===== config.mk =====
export PLATFORM = sky130hd
export DESIGN_NAME = qcrc16_engine
export DESIGN_NICKNAME = d
export VERILOG_FILES = /design/src/rtl/qcrc_pkg.sv /design/src/rtl/qcrc_nib_fold.sv /design/src/rtl/qcrc_ctrl.sv /design/src/rtl/qcrc_datapath.sv /design/src/rtl/qcrc16_engine.sv
export SDC_FILE = /design/constraint.sdc
export NUM_CORES = 1
export LEC_CHECK = 0
export BUFFER_PORTS_ARGS = -buffer_cell sky130_fd_sc_hd__buf_2
export CAP_MARGIN = 20
export CORE_ASPECT_RATIO = 0.6
export CORE_UTILIZATION = 44
export CTS_BUF_LIST = sky130_fd_sc_hd__clkbuf_8
export DETAILED_ROUTE_END_ITERATION = 6
export PLACE_DENSITY = 0.7
export SKIP_CTS_REPAIR_TIMING = 1
export SLEW_MARGIN = 40
export SYNTH_ARGS = -nofsm -noshare
export SYNTH_HDL_FRONTEND = slang
export SYNTH_SLANG_ARGS = --single-unit

===== constraint.sdc =====
create_clock -name clk -period 1.9 [get_ports clk]
set_clock_uncertainty 0.05 [all_clocks]
set_input_delay 0 -clock clk [delete_from_list [all_inputs] [get_ports clk]]
set_output_delay 0 -clock clk [all_outputs]
set_load 0.01 [all_outputs]

===== src/rtl/qcrc_pkg.sv =====
package qcrc_pkg;
    typedef enum logic [1:0] {
        ST_IDLE,
        ST_ACCEPT,
        ST_FOLD,
        ST_REPORT
    } qcrc_state_t;

    localparam int unsigned NIB_W = 4;
endpackage


===== src/rtl/qcrc_nib_fold.sv =====
module qcrc_nib_fold #(
    parameter int unsigned CW    = 16,
    parameter int unsigned TAP_M = 5
) (
    input  logic [CW-1:0] crc_in,
    input  logic [3:0]    nib,
    output logic [CW-1:0] crc_nx
);
    logic [3:0]    s;
    logic [CW-1:0] s_top;
    logic [CW-1:0] s_mid;
    logic [CW-1:0] s_low;
    logic [CW-1:0] shifted;

    always_comb begin
        s       = crc_in[CW-1 -: 4] ^ nib;
        s_top   = {s, {(CW-4){1'b0}}};
        s_low   = {{(CW-4){1'b0}}, s};
        s_mid   = s_low << TAP_M;
        shifted = {crc_in[CW-5:0], 4'b0000};
        crc_nx  = shifted ^ s_top ^ s_mid ^ s_low;
    end
endmodule


===== src/rtl/qcrc_ctrl.sv =====
module qcrc_ctrl
    import qcrc_pkg::*;
#(
    parameter int unsigned CNT_W = 16,
    parameter int unsigned NIBS  = 8
) (
    input  logic             clk,
    input  logic             rst_n,
    input  logic             start,
    input  logic [CNT_W-1:0] quad_count,
    input  logic             in_valid,
    output logic             in_ready,
    output logic             done,
    output logic             clr,
    output logic             load,
    output logic             fold_en
);
    localparam int unsigned IDX_W = (NIBS > 1) ? $clog2(NIBS) : 1;
    localparam logic [IDX_W-1:0] LAST_IDX = IDX_W'(NIBS - 1);
    localparam logic [CNT_W-1:0] ONE_LEFT = CNT_W'(1);

    qcrc_state_t       st_q, st_nx;
    logic [CNT_W-1:0]  left_q;
    logic [IDX_W-1:0]  idx_q;
    logic              last_nib;

    assign last_nib = (idx_q == LAST_IDX);

    always_comb begin
        st_nx = st_q;
        if (start) begin
            st_nx = (quad_count == '0) ? ST_REPORT : ST_ACCEPT;
        end else begin
            unique case (st_q)
                ST_IDLE:   st_nx = ST_IDLE;
                ST_ACCEPT: if (in_valid) st_nx = ST_FOLD;
                ST_FOLD:   if (last_nib) st_nx = (left_q == ONE_LEFT) ? ST_REPORT : ST_ACCEPT;
                ST_REPORT: st_nx = ST_IDLE;
                default:   st_nx = ST_IDLE;
            endcase
        end
    end

    always_ff @(posedge clk or negedge rst_n) begin
        if (!rst_n) st_q <= ST_IDLE;
        else        st_q <= st_nx;
    end

    always_ff @(posedge clk or negedge rst_n) begin
        if (!rst_n) begin
            left_q <= '0;
            idx_q  <= '0;
        end else if (start) begin
            left_q <= quad_count;
            idx_q  <= '0;
        end else if (st_q == ST_ACCEPT && in_valid) begin
            idx_q  <= '0;
        end else if (st_q == ST_FOLD) begin
            idx_q  <= idx_q + 1'b1;
            if (last_nib) left_q <= left_q - 1'b1;
        end
    end

    always_comb begin
        in_ready = 1'b0;
        done     = 1'b0;
        load     = 1'b0;
        fold_en  = 1'b0;
        clr      = start;
        unique case (st_q)
            ST_IDLE:   ;
            ST_ACCEPT: begin
                in_ready = 1'b1;
                load     = in_valid & ~start;
            end
            ST_FOLD:   fold_en = ~start;
            ST_REPORT: done = 1'b1;
            default:   ;
        endcase
    end
endmodule


===== src/rtl/qcrc_datapath.sv =====
module qcrc_datapath #(
    parameter int unsigned DW    = 32,
    parameter int unsigned CW    = 16,
    parameter int unsigned CNT_W = 16,
    parameter int unsigned LEN_W = 16
) (
    input  logic             clk,
    input  logic             rst_n,
    input  logic             clr,
    input  logic             load,
    input  logic             fold_en,
    input  logic [CNT_W-1:0] quad_count,
    input  logic             hdr_en,
    input  logic [DW-1:0]    in_data,
    output logic [CW-1:0]    crc_out,
    output logic [DW-1:0]    header_out
);
    logic [DW-1:0]    sh_q;
    logic [CW-1:0]    crc_q;
    logic [CW-1:0]    crc_nx;
    logic [CNT_W-1:0] len_q;
    logic             hdr_q;
    logic [LEN_W-1:0] len_f;

    qcrc_nib_fold #(.CW(CW), .TAP_M(5)) u_fold (
        .crc_in (crc_q),
        .nib    (sh_q[DW-1 -: 4]),
        .crc_nx (crc_nx)
    );

    always_ff @(posedge clk or negedge rst_n) begin
        if (!rst_n) begin
            sh_q  <= '0;
            crc_q <= '0;
            len_q <= '0;
            hdr_q <= 1'b0;
        end else if (clr) begin
            crc_q <= '0;
            len_q <= quad_count;
            hdr_q <= hdr_en;
        end else if (load) begin
            sh_q  <= in_data;
        end else if (fold_en) begin
            crc_q <= crc_nx;
            sh_q  <= {sh_q[DW-5:0], 4'b0000};
        end
    end

    generate
        if (CNT_W >= LEN_W) begin : g_len_cut
            assign len_f = len_q[LEN_W-1:0];
        end else begin : g_len_ext
            assign len_f = {{(LEN_W-CNT_W){1'b0}}, len_q};
        end
    endgenerate

    assign crc_out    = crc_q;
    assign header_out = hdr_q ? {len_f, crc_q} : {{(DW-CW){1'b0}}, crc_q};
endmodule


===== src/rtl/qcrc16_engine.sv =====
module qcrc16_engine #(
    parameter int unsigned CNT_W = 16
) (
    input  logic             clk,
    input  logic             rst_n,
    input  logic             start,
    input  logic [CNT_W-1:0] quad_count,
    input  logic             hdr_en,
    input  logic             in_valid,
    input  logic [31:0]      in_data,
    output logic             in_ready,
    output logic             done,
    output logic [15:0]      crc_out,
    output logic [31:0]      header_out
);
    localparam int unsigned DW   = 32;
    localparam int unsigned CW   = 16;
    localparam int unsigned NIBS = DW / qcrc_pkg::NIB_W;

    logic clr, load, fold_en;

    qcrc_ctrl #(.CNT_W(CNT_W), .NIBS(NIBS)) u_ctrl (
        .clk        (clk),
        .rst_n      (rst_n),
        .start      (start),
        .quad_count (quad_count),
        .in_valid   (in_valid),
        .in_ready   (in_ready),
        .done       (done),
        .clr        (clr),
        .load       (load),
        .fold_en    (fold_en)
    );

    qcrc_datapath #(.DW(DW), .CW(CW), .CNT_W(CNT_W), .LEN_W(DW - CW)) u_dp (
        .clk        (clk),
        .rst_n      (rst_n),
        .clr        (clr),
        .load       (load),
        .fold_en    (fold_en),
        .quad_count (quad_count),
        .hdr_en     (hdr_en),
        .in_data    (in_data),
        .crc_out    (crc_out),
        .header_out (header_out)
    );
endmodule


== Yosys cells after proc, flatten, opt, wreduce, memory -nomap -nowiden ==
Cells that the tools add are included.

* Bits in registers: 86
* Latch bits: 0
* Memory bits (writable): 0
* ROM bits: 0
* Input bits: 53
* Output and inout bits: 50
* Word-level logic and storage cells: 60
* Memories kept: 0

* Add/subtract/negate cells: 2
* $mul: 0
* Divide/modulo/power cells: 0
* Magnitude comparators: 0
* Equality and inequality tests: 9
* Shift operators: 0
* Multiplexer cells: 23
* Bitwise logic cells: 6
* Reduce and logical (&&, ||, !) cells: 13

{| class="wikitable"
|+ Operator list
! cell !! count
|-
| $mux 16 || 7
|-
| $mux 32 || 3
|-
| $eq 16x1->1 const B || 1
|-
| $logic_not 16->1 || 1
|-
| $sub 16x1->16 const B || 1
|-
| $xor 16x16->16 || 1
|-
| $xor 16x4->16 || 1
|-
| $xor 16x9->16 || 1
|-
| $mux 2 || 5
|-
| $mux 3 || 3
|-
| $reduce_bool 2->1 || 4
|-
| $pmux 2 s3 || 1
|-
| $reduce_and 2->1 || 3
|-
| $eq 2x2->1 const B || 2
|-
| $mux 1 || 4
|-
| $ne 2x2->1 const B || 2
|-
| $xor 4x4->4 || 1
|-
| $add 3x1->3 const B || 1
|-
| $eq 3x3->1 const B || 1
|-
| $ne 3x2->1 const B || 1
|-
| $ne 3x3->1 const B || 1
|-
| $reduce_and 3->1 || 1
|-
| $reduce_bool 3->1 || 1
|-
| $eq 2x1->1 const B || 1
|-
| 5 further kinds || 5
|}

== Longest topological paths before layout ==
Gate-level depths: netlist of run 1.

* Depth in word-level cells: 7
* Depth in mapped cells: 9
* Depth with buffers taken out: 6

== Modules after synthesis ==
Synthesis of run 1 repeated with hierarchy kept, for this count alone.

* Cells, all modules: 442
* Area, all modules: 4674.5 µm²

{| class="wikitable"
|+ By module, submodules not included
! module !! instances !! cells an instance !! area each (µm²) !! seq. area each (µm²)
|-
| qcrc_datapath || 1 || 279 || 3081.7 || 1626.6
|-
| qcrc_ctrl || 1 || 147 || 1337.5 || 525.5
|-
| qcrc_nib_fold || 1 || 16 || 255.2 || 0.0
|}

== Worst setup path before layout of run 1 ==
OpenSTA, ideal clock, no wires.

* Path kind: flip-flop to flip-flop
* From: reg u_ctrl.st_q[1]
* To: reg u_dp.sh_q[28]
* Setup time: 0.126 ns
* Data arrival time: 1.764 ns
* Data required time: 1.724 ns
* Setup slack: -0.040 ns
* Cell stages (with the launch flop): 9
* Buffers on the path: 2
* Period minus slack after synthesis: 1.940 ns
* Cell sequence: dfrtp_1 -> inv_1 -> ha_1 -> and2_0 -> and2_1 -> buf_2 -> buf_2 -> nor2_1 -> a221o_1

* Cells in the longest elaborated chain, start to end: 4
* Elaborated cells on any way between the ends: 7
* Classes of those cells: 2 x eq/ne; 3 x mux; 2 x reduce/logical

{| class="wikitable"
|+ Ends and longest elaborated chain
! element !! line !! source
|-
| start, declared || qcrc_ctrl.sv:22 || <nowiki>qcrc_state_t st_q, st_nx;</nowiki>
|-
| start signal, assigned || qcrc_ctrl.sv:46 || <nowiki>else st_q <= st_nx;</nowiki>
|-
| $eq 2x1->1 / $eq 2x2->1 (equally long branches) || qcrc_ctrl.sv:70 || <nowiki>unique case (st_q)</nowiki>
|-
| $mux 1 || qcrc_ctrl.sv:70 ||
|-
| $reduce_bool 2->1 (no source line) || -- ||
|-
| $reduce_and 2->1 (no source line) || -- ||
|-
| end signal, assigned || qcrc_datapath.sv:42 || <nowiki>sh_q <= in_data;</nowiki>
|-
| end signal, assigned || qcrc_datapath.sv:45 || <nowiki>sh_q <= {sh_q[DW-5:0], 4'b0000};</nowiki>
|-
| end, declared || qcrc_datapath.sv:18 || <nowiki>logic [DW-1:0] sh_q;</nowiki>
|}

Parallel ways exist; a longest one is shown, timed or not.
A chain may end at the register's enable or synchronous reset.

== Worst setup path in the final report of run 1 ==
* From: reg u_ctrl.left_q[4]
* To: reg u_ctrl.left_q[8]

* Cells in the longest elaborated chain, start to end: 5

{| class="wikitable"
|+ Ends and longest elaborated chain
! element !! line !! source
|-
| start, declared || qcrc_ctrl.sv:23 || <nowiki>logic [CNT_W-1:0] left_q;</nowiki>
|-
| start signal, assigned || qcrc_ctrl.sv:54 || <nowiki>left_q <= quad_count;</nowiki>
|-
| start signal, assigned || qcrc_ctrl.sv:60 || <nowiki>if (last_nib) left_q <= left_q - 1'b1;</nowiki>
|-
| $sub 16x1->16 || qcrc_ctrl.sv:60 ||
|-
| $mux 16 || qcrc_ctrl.sv:60 ||
|-
| $mux 16 || qcrc_ctrl.sv:58 || <nowiki>end else if (st_q == ST_FOLD) begin</nowiki>
|-
| $mux 16 || qcrc_ctrl.sv:56 || <nowiki>end else if (st_q == ST_ACCEPT && in_valid) begin</nowiki>
|-
| $mux 16 || qcrc_ctrl.sv:53 || <nowiki>end else if (start) begin</nowiki>
|}

No other way between the ends. The select of a mux whose other input is x is not followed.

==> reports/results.tsv, run 1 <==
metric	value	unit
Slew HR	0.550	
core area	9360	um^2
fin util	0.623	
IO Count	103	
number of detailed-route iterations in the first pass	5	
EDFF count, synth	0	
main flop type after synthesis	dfrtp_1	
number of global-route vias before repair	3410	
Initial Utilization	0.463	
Final min period	1940	ps
Clock H-tree levels	3	
Arr. time, crit path	2150	ps
row count	27	
multi-input logic area	1950	um^2
RSZ-0062 raised after global routing	yes	
final setup fails	2	
maxcap violations	0	
worst skew pair latency	370	ps
post-synthesis cell count	448	
DRC Markers	0	
Leakage	2.79	nW
Syn-to-layout area delta	34.6	%
antenna cells	0	
largest net degree at the start of global routing	65	
DRT iter0 DRCs	230	
placed cells	657	
share of layout cells above drive strength 1	0.288	
Seq/Total Area, Yosys	0.497	
Post-Route WL	11.4	mm
hold crit path type	in -> reg	
Num CTS Buffers	9	
Yosys reg bits	86	
Final period util	1.02	
root buf cell	clkbuf_8	
worst-path fanout max	5	
Startpoint Class	flip-flop	
fin nets	655	
DIE HEIGHT	78.9	um
WS Path Type	reg -> reg	
CP Capture Type	flip-flop	
Setup TNS	-60.1	ps
Worst Path Required	2110	ps
GRT overflow	0	
final hold slack	10.2	ps
Layout fillers	792	
DR WL/cell	15.6	um
CTS Sinks	86	
outcome	finished, violations left	
failing checks	setup timing	
setup ws final	-40.7	ps
Reg area	2150	um^2
Via density	5.31	
Overall Global Routing Usage	0.214	
vias	3875	
PortBufs	102	
full die area	10300	um^2
GP Congestion	0.913	
Final Hold Fails	0	
initial antenna violation count	0	
ys async rst share	1.00	
Max Clk Rate	515	MHz
final std cells w/o fill	730	
Routed Antenna Nets	0	
Longest Clk Path Bufs	2	
CTS tree	yes	
syn_nets	508	
Avg Cell Area, Syn	9.67	um^2
Synth cell types	46	
first-pass GRT wire length	16.9	mm
max-slew violations	0	
Worst-path clk slew	90	ps
PwrDens	910	nW/um^2
Max IR drop VDD	0.000459	V
Least-Margin Pin Slew	673	ps
HPWL Detailed	7.26	mm
mapped cell area	4330	um^2
die span in x	130	um
synth warn	0	
==> routing by layer <==
layer | vias to the layer above | share of wire | GRT usage
met5 | - | 0 | 0
met4 | 0 | 0.023 | 0.0674
met3 | 28 | 0.066 | 0.0553
met2 | 152 | 0.43 | 0.308
met1 | 1863 | 0.48 | 0.314
li1 | 1832 | - | -
==> critical path: stages (launching register included) <==
cell and delay, ps:
dfrtp_2 450, or4_4 570, nor4_4 400, buf_4 190, xnor2_2 100, o21ai_2 60
==> layout by cell type, fill, tap and decap left out, drive strengths merged <==
master       count
nor4             8
or4              5
nor2            46
o21ai           37
a221o           27
xor2             7
nand3            6
a311o            1
nand3b           1
o31ai            3
clkinv           3
ha               7
buf            127
nand2b           4
dfrtp           86
a31oi            4
a21bo            1
nor2b            3
inv             19
mux2i            5
or3              5
a22o             4
and2            18
nor4b            1
clkbuf          14
and3             1
bufinv           1
mux2             6
o211ai           1
xnor2           18
a21oi            4
a31o             1
dlygate4sd3     50
nor3            10
or2              1
nand4            3
a211oi           1
a21boi           1
nand2           60
==> final cells by class <==
| cell class | count | share of cell area |
|---|---|---|
| Multi-Input combinational cell | 300 | 0.335 |
| Clock inverter | 4 | 0.00901 |
| Sequential cell | 86 | 0.369 |
| Clock buffer | 12 | 0.0283 |
| Tap cell | 130 | 0.0279 |
| Inverter | 19 | 0.0122 |
| Timing Repair Buffer | 179 | 0.219 |
==> path summary, 6_finish.rpt <==
check	slack (ps)	to	from	cells after the start
setup / recovery	-40	u_ctrl.left_q[8]	u_ctrl.left_q[4]	5
hold / removal	10	u_ctrl.st_q[0]	in_valid	4
setup reg to reg	-40	u_ctrl.left_q[8]	u_ctrl.left_q[4]	5
hold reg to reg	460	u_dp.len_f[13]	u_dp.len_f[13]	1
max in group asynchronous	1000	u_ctrl.left_q[4]	rst_n	3
min in group asynchronous	80	u_dp.crc_out[2]	rst_n	2
==> kinds of logic (layout without fill, tap and decap cells) <==
kind of cell / count (synthesis) / count (layout) / synth area share
AOI/OAI and AO/OA: 85 / 85 / 0.142
xor gates and xnor gates: 25 / 25 / 0.0505
adders and majority gates: 7 / 7 / 0.0202
buffers and inverters: 62 / 214 / 0.0739
DFF: 86 / 86 / 0.497
muxes: 11 / 11 / 0.0271
and+or+nand+nor: 172 / 172 / 0.189
==> flip-flops by register name, summed over array words and instances, names as in the netlist <==
| signal | cells |
|---|---|
| u_dp.len_f | 16 |
| u_ctrl.st_q | 2 |
| u_ctrl.idx_q | 3 |
| u_dp.sh_q | 32 |
| u_dp.hdr_q | 1 |
| u_ctrl.left_q | 16 |
| u_dp.crc_out | 16 |
==> cell usage after synthesis, types with 3 or more instances <==
library cell / instances / area (um^2)
nor2b_1: 3 / 18.8
buf_2: 4 / 20.0
or4_1: 4 / 30.0
ha_1: 7 / 87.6
inv_1: 18 / 67.6
a21oi_1: 4 / 20.0
o21ai_0: 36 / 180
xnor2_1: 18 / 158
nand2_1: 60 / 225
clkbuf_1: 16 / 60.1
nand3_1: 6 / 30.0
and2_1: 17 / 106
a22o_1: 4 / 35.0
mux2_2: 6 / 67.6
a221o_1: 27 / 270
nor4_1: 7 / 43.8
nand2b_1: 4 / 25.0
or3_1: 4 / 25.0
a31oi_1: 4 / 25.0
mux2i_1: 5 / 50.1
buf_1: 3 / 11.3
dfrtp_1: 86 / 2150
o31ai_1: 3 / 22.5
buf_4: 18 / 135
nor2_1: 46 / 173
xor2_1: 7 / 61.3
nand4_1: 3 / 18.8
nor3_1: 10 / 50.1
==> stage by stage <==
stage | worst slack [ps] | total power [mW] | instance area (um^2)
2_1_floorplan | 1.68 | 3.37 | 4330
3_3_place_gp | -321 | 3.71 | 4930
3_5_place_dp | -102 | 3.78 | 4930
4_1_cts | -133 | 5.18 | 5150
5_1_grt | -91.4 | 5.64 | 5830
6_report | -40.7 | 5.31 | 5830
==> where the power goes <==
group	leakage, nW	internal, mW	total [mW]	switching [mW]
Clock	0.113	0.720	1.40	0.678
Combinational	1.59	0.718	1.40	0.681
Sequential	1.09	2.21	2.51	0.299
Total	2.79	3.65	5.31	1.66
(Power assumes the default switching activity.)
==> run 2, diff against run 1 <==
--- a/config.mk
+++ b/config.mk
@@ -12,6 +12,7 @@
 export CTS_BUF_LIST = sky130_fd_sc_hd__clkbuf_8
 export DETAILED_ROUTE_END_ITERATION = 6
 export PLACE_DENSITY = 0.7
+export REMOVE_ABC_BUFFERS = 1
 export SKIP_CTS_REPAIR_TIMING = 1
 export SLEW_MARGIN = 40
 export SYNTH_ARGS = -nofsm -noshare
==> reports/results.tsv, run 2 (synthesis results as in run 1) <==
metric	value	unit	change
outcome	finished, violations left		
failing checks	setup timing		
final hold slack	13.3	ps	+3.06 ps
PortBufs	102		unchanged
number of global-route vias before repair	3338		-2.1%
Worst Reg-to-Reg Cells	5		unchanged
cell area after layout	5840	um^2	+0.11%
Layout fillers	823		+3.9%
Routed Antenna Nets	0		unchanged
setup ws final	-8.83	ps	+31.8 ps
Slew HR	0.634		+0.0835
initial antenna violation count	0		unchanged
Reg area	2150	um^2	about the same
r2r startpoint	u_ctrl.left_q[4]		
maxcap violations	0		unchanged
Clk pwr share	0.264		about the same
CP Capture Type	flip-flop		
post-place instance area	4970	um^2	+0.71%
DR WL/cell	15.2	um	-2.7%
HPWL Detailed	7.06	mm	-2.7%
crit path from	u_ctrl.left_q[4]		
Final min period	1910	ps	-31.8 ps
fin util	0.624		+0.000668
largest net degree at the start of global routing	50		-23%
row count	27		unchanged
Num CTS Buffers	9		unchanged
final std cells w/o fill	728		-0.27%
Final Hold Fails	0		unchanged
Seq pwr share	0.473		about the same
WS Path Type	reg -> reg		
Longest Clk Path Bufs	2		unchanged
worst-path fanout max	5		unchanged
GP Congestion	0.878		-3.8%
leading cell type in the layout, fill and taps excluded	buf_2		
Startpoint Class	flip-flop		
core area	9360	um^2	unchanged
worst skew pair latency	360	ps	about the same
Worst Path Required	2090	ps	-20 ps
placed cells	654		-0.46%
share of layout cells above drive strength 1	0.276		-0.0124
worst setup path endpoint	u_ctrl.left_q[14]		
logic gate share of total power	0.263		about the same
final setup fails	1		-1
CTS tree	yes		
CP max stage delay	590	ps	+20 ps
Worst-path clk slew	80	ps	about the same
root buf cell	clkbuf_8		
Setup TNS	-8.83	ps	+51.2 ps
Initial Utilization	0.463		unchanged
Post-Route WL	11.0	mm	-3.0%
pre-CTS WS	2.94	ps	+105 ps
Leakage	2.80	nW	+0.38%
Buf/Inv on CP	1		unchanged
GRT overflow	0		unchanged
Clock H-tree levels	3		unchanged
number of detailed-route iterations in the first pass	4		-1
CP cell instances	or4_4 > nor4_4 > buf_4 > mux2i_1 > nand3_1		
PwrDens	908	nW/um^2	-0.25%
max reg flops	32		unchanged
fin nets	653		-0.31%
Max IR drop VDD	0.000484	V	+5.4%
Max Clk Rate	524	MHz	+1.7%
flop2flop setup slack	-9	ps	+30 ps
Syn-to-layout area delta	34.7	%	
Sw Pwr	1.60	mW	-3.6%
Via density	5.15		-3.0%
cell count along the critical path	5		unchanged
total power	5.30	mW	-0.14%
Pint	3.70	mW	+1.4%
vias	3748		-3.3%
worst reg2reg path endpoint	u_ctrl.left_q[14]		
CP delay by family, top	simple AND/OR/NAND/NOR gates		
die span in x	130	um	unchanged
DRT iter0 DRCs	235		+2.2%
Net Sw Frac	0.301		-0.0109
RSZ-0062 raised after global routing	yes		
multi-input logic area	1920	um^2	-1.6%
max-slew violations	0		unchanged
DRC Markers	0		unchanged
DIE HEIGHT	78.9	um	unchanged
antenna cells	0		unchanged
Slowest-stage cell, CP	or4_4		
IO Count	103		unchanged
Top reg by flops	u_dp.sh_q		
hold crit path type	in -> reg		
Arr. time, crit path	2100	ps	-50 ps
Least-Margin Pin Slew	549	ps	-124 ps
commonest cells after routing, fill and taps aside	buf_2, dfrtp_1, nand2_1, dlygate4sd3_1, nor2_1		
full die area	10300	um^2	unchanged
Final period util	1.00		-0.0168
Overall Global Routing Usage	0.214		-0.000693
first-pass GRT wire length	16.7	mm	-0.78%
CTS Sinks	86		unchanged
run 2: cell count changes in the layout (fill, tap and decap cells not counted), moves of 2 or more:
cell / before / now
buf_6: 3 / 0
buf_12: 1 / 6
inv_1: 18 / 20
nor2_2: 0 / 2
clkbuf_8: 12 / 10
buf_4: 22 / 17
run 2: power groups by stage:
stage	Combinational, mW	Sequential [mW]	Clock, mW
2_1_floorplan	0.816	2.48	0
3_3_place_gp	1.22	2.50	0
3_5_place_dp	1.25	2.52	0
4_1_cts	1.25	2.49	1.44
5_1_grt	1.59	2.56	1.51
6_report	1.39	2.51	1.40
run 2: cell type report:
cell class | instances | area share
Clock buffer | 10 | 0.0236
Multi-Input combinational cell | 300 | 0.329
Timing Repair Buffer | 177 | 0.225
Sequential cell | 86 | 0.369
Clock inverter | 6 | 0.0133
Tap cell | 130 | 0.0279
Inverter | 19 | 0.0122
run 2: worst min-delay path by stage:
stage,start,cells after the start,to
6_report,in_valid,4,u_ctrl.st_q[0]
5_1_grt,in_valid,4,u_ctrl.st_q[0]
4_1_cts,rst_n,1,u_dp.crc_out[5]
3_5_place_dp,rst_n,1,u_dp.sh_q[10]
3_3_place_gp,rst_n,1,u_dp.sh_q[10]
2_1_floorplan,rst_n,0,u_ctrl.idx_q[0]
run 2: worst min-delay path: cells and delay by family:
kind | cells | cell delay (ps)
simple gates | 2 | 150
buf+inv | 1 | 160
compound gates | 1 | 70
run 2: per-layer routing:
layer  routed length (um)  GRT usage  up-vias
li1                     -          -     1819
met1                 5460      0.323     1812
met2                 4910      0.297      106
met3                  567     0.0526       11
met4                   99     0.0640        0
met5                    0          0        -
==> run 3, diff against run 2 <==
--- a/config.mk
+++ b/config.mk
@@ -9,8 +9,8 @@
 export CAP_MARGIN = 20
 export CORE_ASPECT_RATIO = 0.6
 export CORE_UTILIZATION = 44
-export CTS_BUF_LIST = sky130_fd_sc_hd__clkbuf_8
 export DETAILED_ROUTE_END_ITERATION = 6
+export HOLD_SLACK_MARGIN = 0.02
 export PLACE_DENSITY = 0.7
 export REMOVE_ABC_BUFFERS = 1
 export SKIP_CTS_REPAIR_TIMING = 1
==> reports/results.tsv, run 3 (synthesis results as in run 1) <==
metric	value	unit	change
Slew HR	0.626		-0.00766
Num CTS Buffers	9		unchanged
setup ws final	-10.8	ps	-1.94 ps
number of global-route vias before repair	3343		+0.15%
PwrDens	973	nW/um^2	+7.1%
global route hottest layer	met1		
max reg flops	32		unchanged
Net Sw Frac	0.285		-0.0166
largest net degree at the start of global routing	50		unchanged
Setup TNS	-13.2	ps	-4.41 ps
Startpoint Class	flip-flop		
Slowest-stage cell, CP	or4_4		
initial antenna violation count	0		unchanged
final hold slack	-24.1	ps	-37.4 ps
CP cell instances	or4_4 > nor4_4 > buf_4 > mux2i_1 > nand3_1		
core area	9360	um^2	unchanged
number of detailed-route iterations in the first pass	4		unchanged
total power	5.76	mW	+8.8%
Arr. time, crit path	2070	ps	-30 ps
HPWL Detailed	7.06	mm	unchanged
cell area after layout	5930	um^2	+1.5%
Via density	5.20		+0.97%
failing checks	hold timing, setup timing		
max-slew violations	0		unchanged
pre-CTS WS	2.94	ps	unchanged
Leakage	2.83	nW	+1.2%
CP Capture Type	flip-flop		
placed cells	654		unchanged
Worst-path clk slew	60	ps	-20 ps
PortBufs	102		unchanged
DRC Markers	0		unchanged
fin util	0.633		+0.00949
M3 GR Usage	0.0485		-0.00404
Max IR drop VDD	0.000539	V	+11%
Top reg by flops	u_dp.sh_q		
GP Congestion	0.878		unchanged
Hold Crit Start	start		
IO Count	103		unchanged
Clock H-tree levels	3		unchanged
Pint	4.12	mW	+11%
final setup fails	2		+1
Global Route met2 Usage	0.298		+0.000532
Worst Reg-to-Reg Cells	5		unchanged
Sw Pwr	1.64	mW	+2.8%
CTS Sinks	86		unchanged
share of layout cells above drive strength 1	0.273		-0.00289
Routed Antenna Nets	0		unchanged
outcome	finished, violations left		
antenna cells	0		unchanged
die span in x	130	um	unchanged
worst skew pair latency	330	ps	-30 ps
post-place instance area	4970	um^2	unchanged
RSZ-0062 raised after global routing	yes		
vias	3779		+0.83%
DRT iter0 DRCs	231		-1.7%
root buf cell	clkbuf_16		
flop2flop setup slack	-10	ps	about the same
worst reg2reg path endpoint	u_ctrl.left_q[14]		
CTS tree	yes		
Longest Clk Path Bufs	2		unchanged
CP max stage delay	590	ps	about the same
Post-Route WL	11.1	mm	+0.42%
first-pass GRT wire length	16.8	mm	+0.17%
DIE HEIGHT	78.9	um	unchanged
Max Clk Rate	523	MHz	-0.10%
worst-path fanout max	5		unchanged
final std cells w/o fill	727		-0.14%
DR WL/cell	15.2	um	+0.56%
logic gate share of total power	0.240		-0.023
leading cell type in the layout, fill and taps excluded	buf_2		
WS Path Type	reg -> reg		
Final period util	1.01		+0.00102
Seq pwr share	0.434		-0.039
Clk pwr share	0.325		+0.061
Final min period	1910	ps	+1.94 ps
Least-Margin Pin Slew	561	ps	+11.5 ps
Overall Global Routing Usage	0.213		-0.000298
full die area	10300	um^2	unchanged
Syn-to-layout area delta	36.7	%	
Final Hold Fails	2		+2
number of cells on the worst hold path	2		-2
row count	27		unchanged
r2r startpoint	u_ctrl.left_q[4]		
Worst Path Required	2060	ps	-30 ps
commonest cells after routing, fill and taps aside	buf_2, dfrtp_1, nand2_1, dlygate4sd3_1, nor2_1		
hold endpoint	u_dp.crc_out[13]		
GRT overflow	0		unchanged
fin nets	652		-0.15%
M1 GR Usage	0.324		+0.00131
hold crit path type	in -> reg		
maxcap violations	0		unchanged
Initial Utilization	0.463		unchanged
run 3: changes by cell type in the layout (fill, tap and decap cells not counted), sizes merged:
cell    previous run  this run
inv               20        18
buf              124       123
clkbuf            12        14
run 3: area by class of cell:
cell class	instances	area (um^2)
Clock inverter	4	70.1
Fill cell	805	3430
Multi-Input combinational cell	300	1920
Timing Repair Buffer	176	1310
Tap cell	130	163
Inverter	19	71.3
Clock buffer	12	246
Sequential cell	86	2150
run 3: power by group through the flow:
| stage | Sequential, mW | Clock, mW | Combinational (mW) |
|---|---|---|---|
| finish | 2.50 | 1.87 | 1.39 |
| CTS | 2.49 | 1.91 | 1.25 |
| floorplan | 2.48 | 0 | 0.816 |
| detailed placement | 2.52 | 0 | 1.25 |
| global route | 2.56 | 2.00 | 1.58 |
| global placement | 2.50 | 0 | 1.22 |
run 3: how the worst max path moves through the flow:
stage	start	endpoint	slack (ps)	cells past startpoint
after detailed placement	u_ctrl.left_q[4]	u_ctrl.left_q[14]	3	4
after global routing	u_ctrl.left_q[4]	u_ctrl.left_q[12]	-50	5
after floorplan	u_ctrl.st_q[0]	u_dp.sh_q[10]	-970	5
final	u_ctrl.left_q[4]	u_ctrl.left_q[14]	-10	5
after CTS	u_ctrl.st_q[1]	u_ctrl.left_q[14]	-10	6
after global placement	u_ctrl.left_q[4]	u_ctrl.left_q[14]	40	4
run 3: metal layers:
layer	up-vias	part of all wire
met5	-	0
met4	0	0.012
met3	11	0.056
met2	119	0.44
met1	1825	0.49
li1	1824	-
run 3: worst max-delay path, delay by kind of cell, from the launching register on:
family                 cells  cell delay (ps)
buffers and inverters      1              180
muxes                      1              180
DFF                        1              440
and+or+nand+nor            3              940
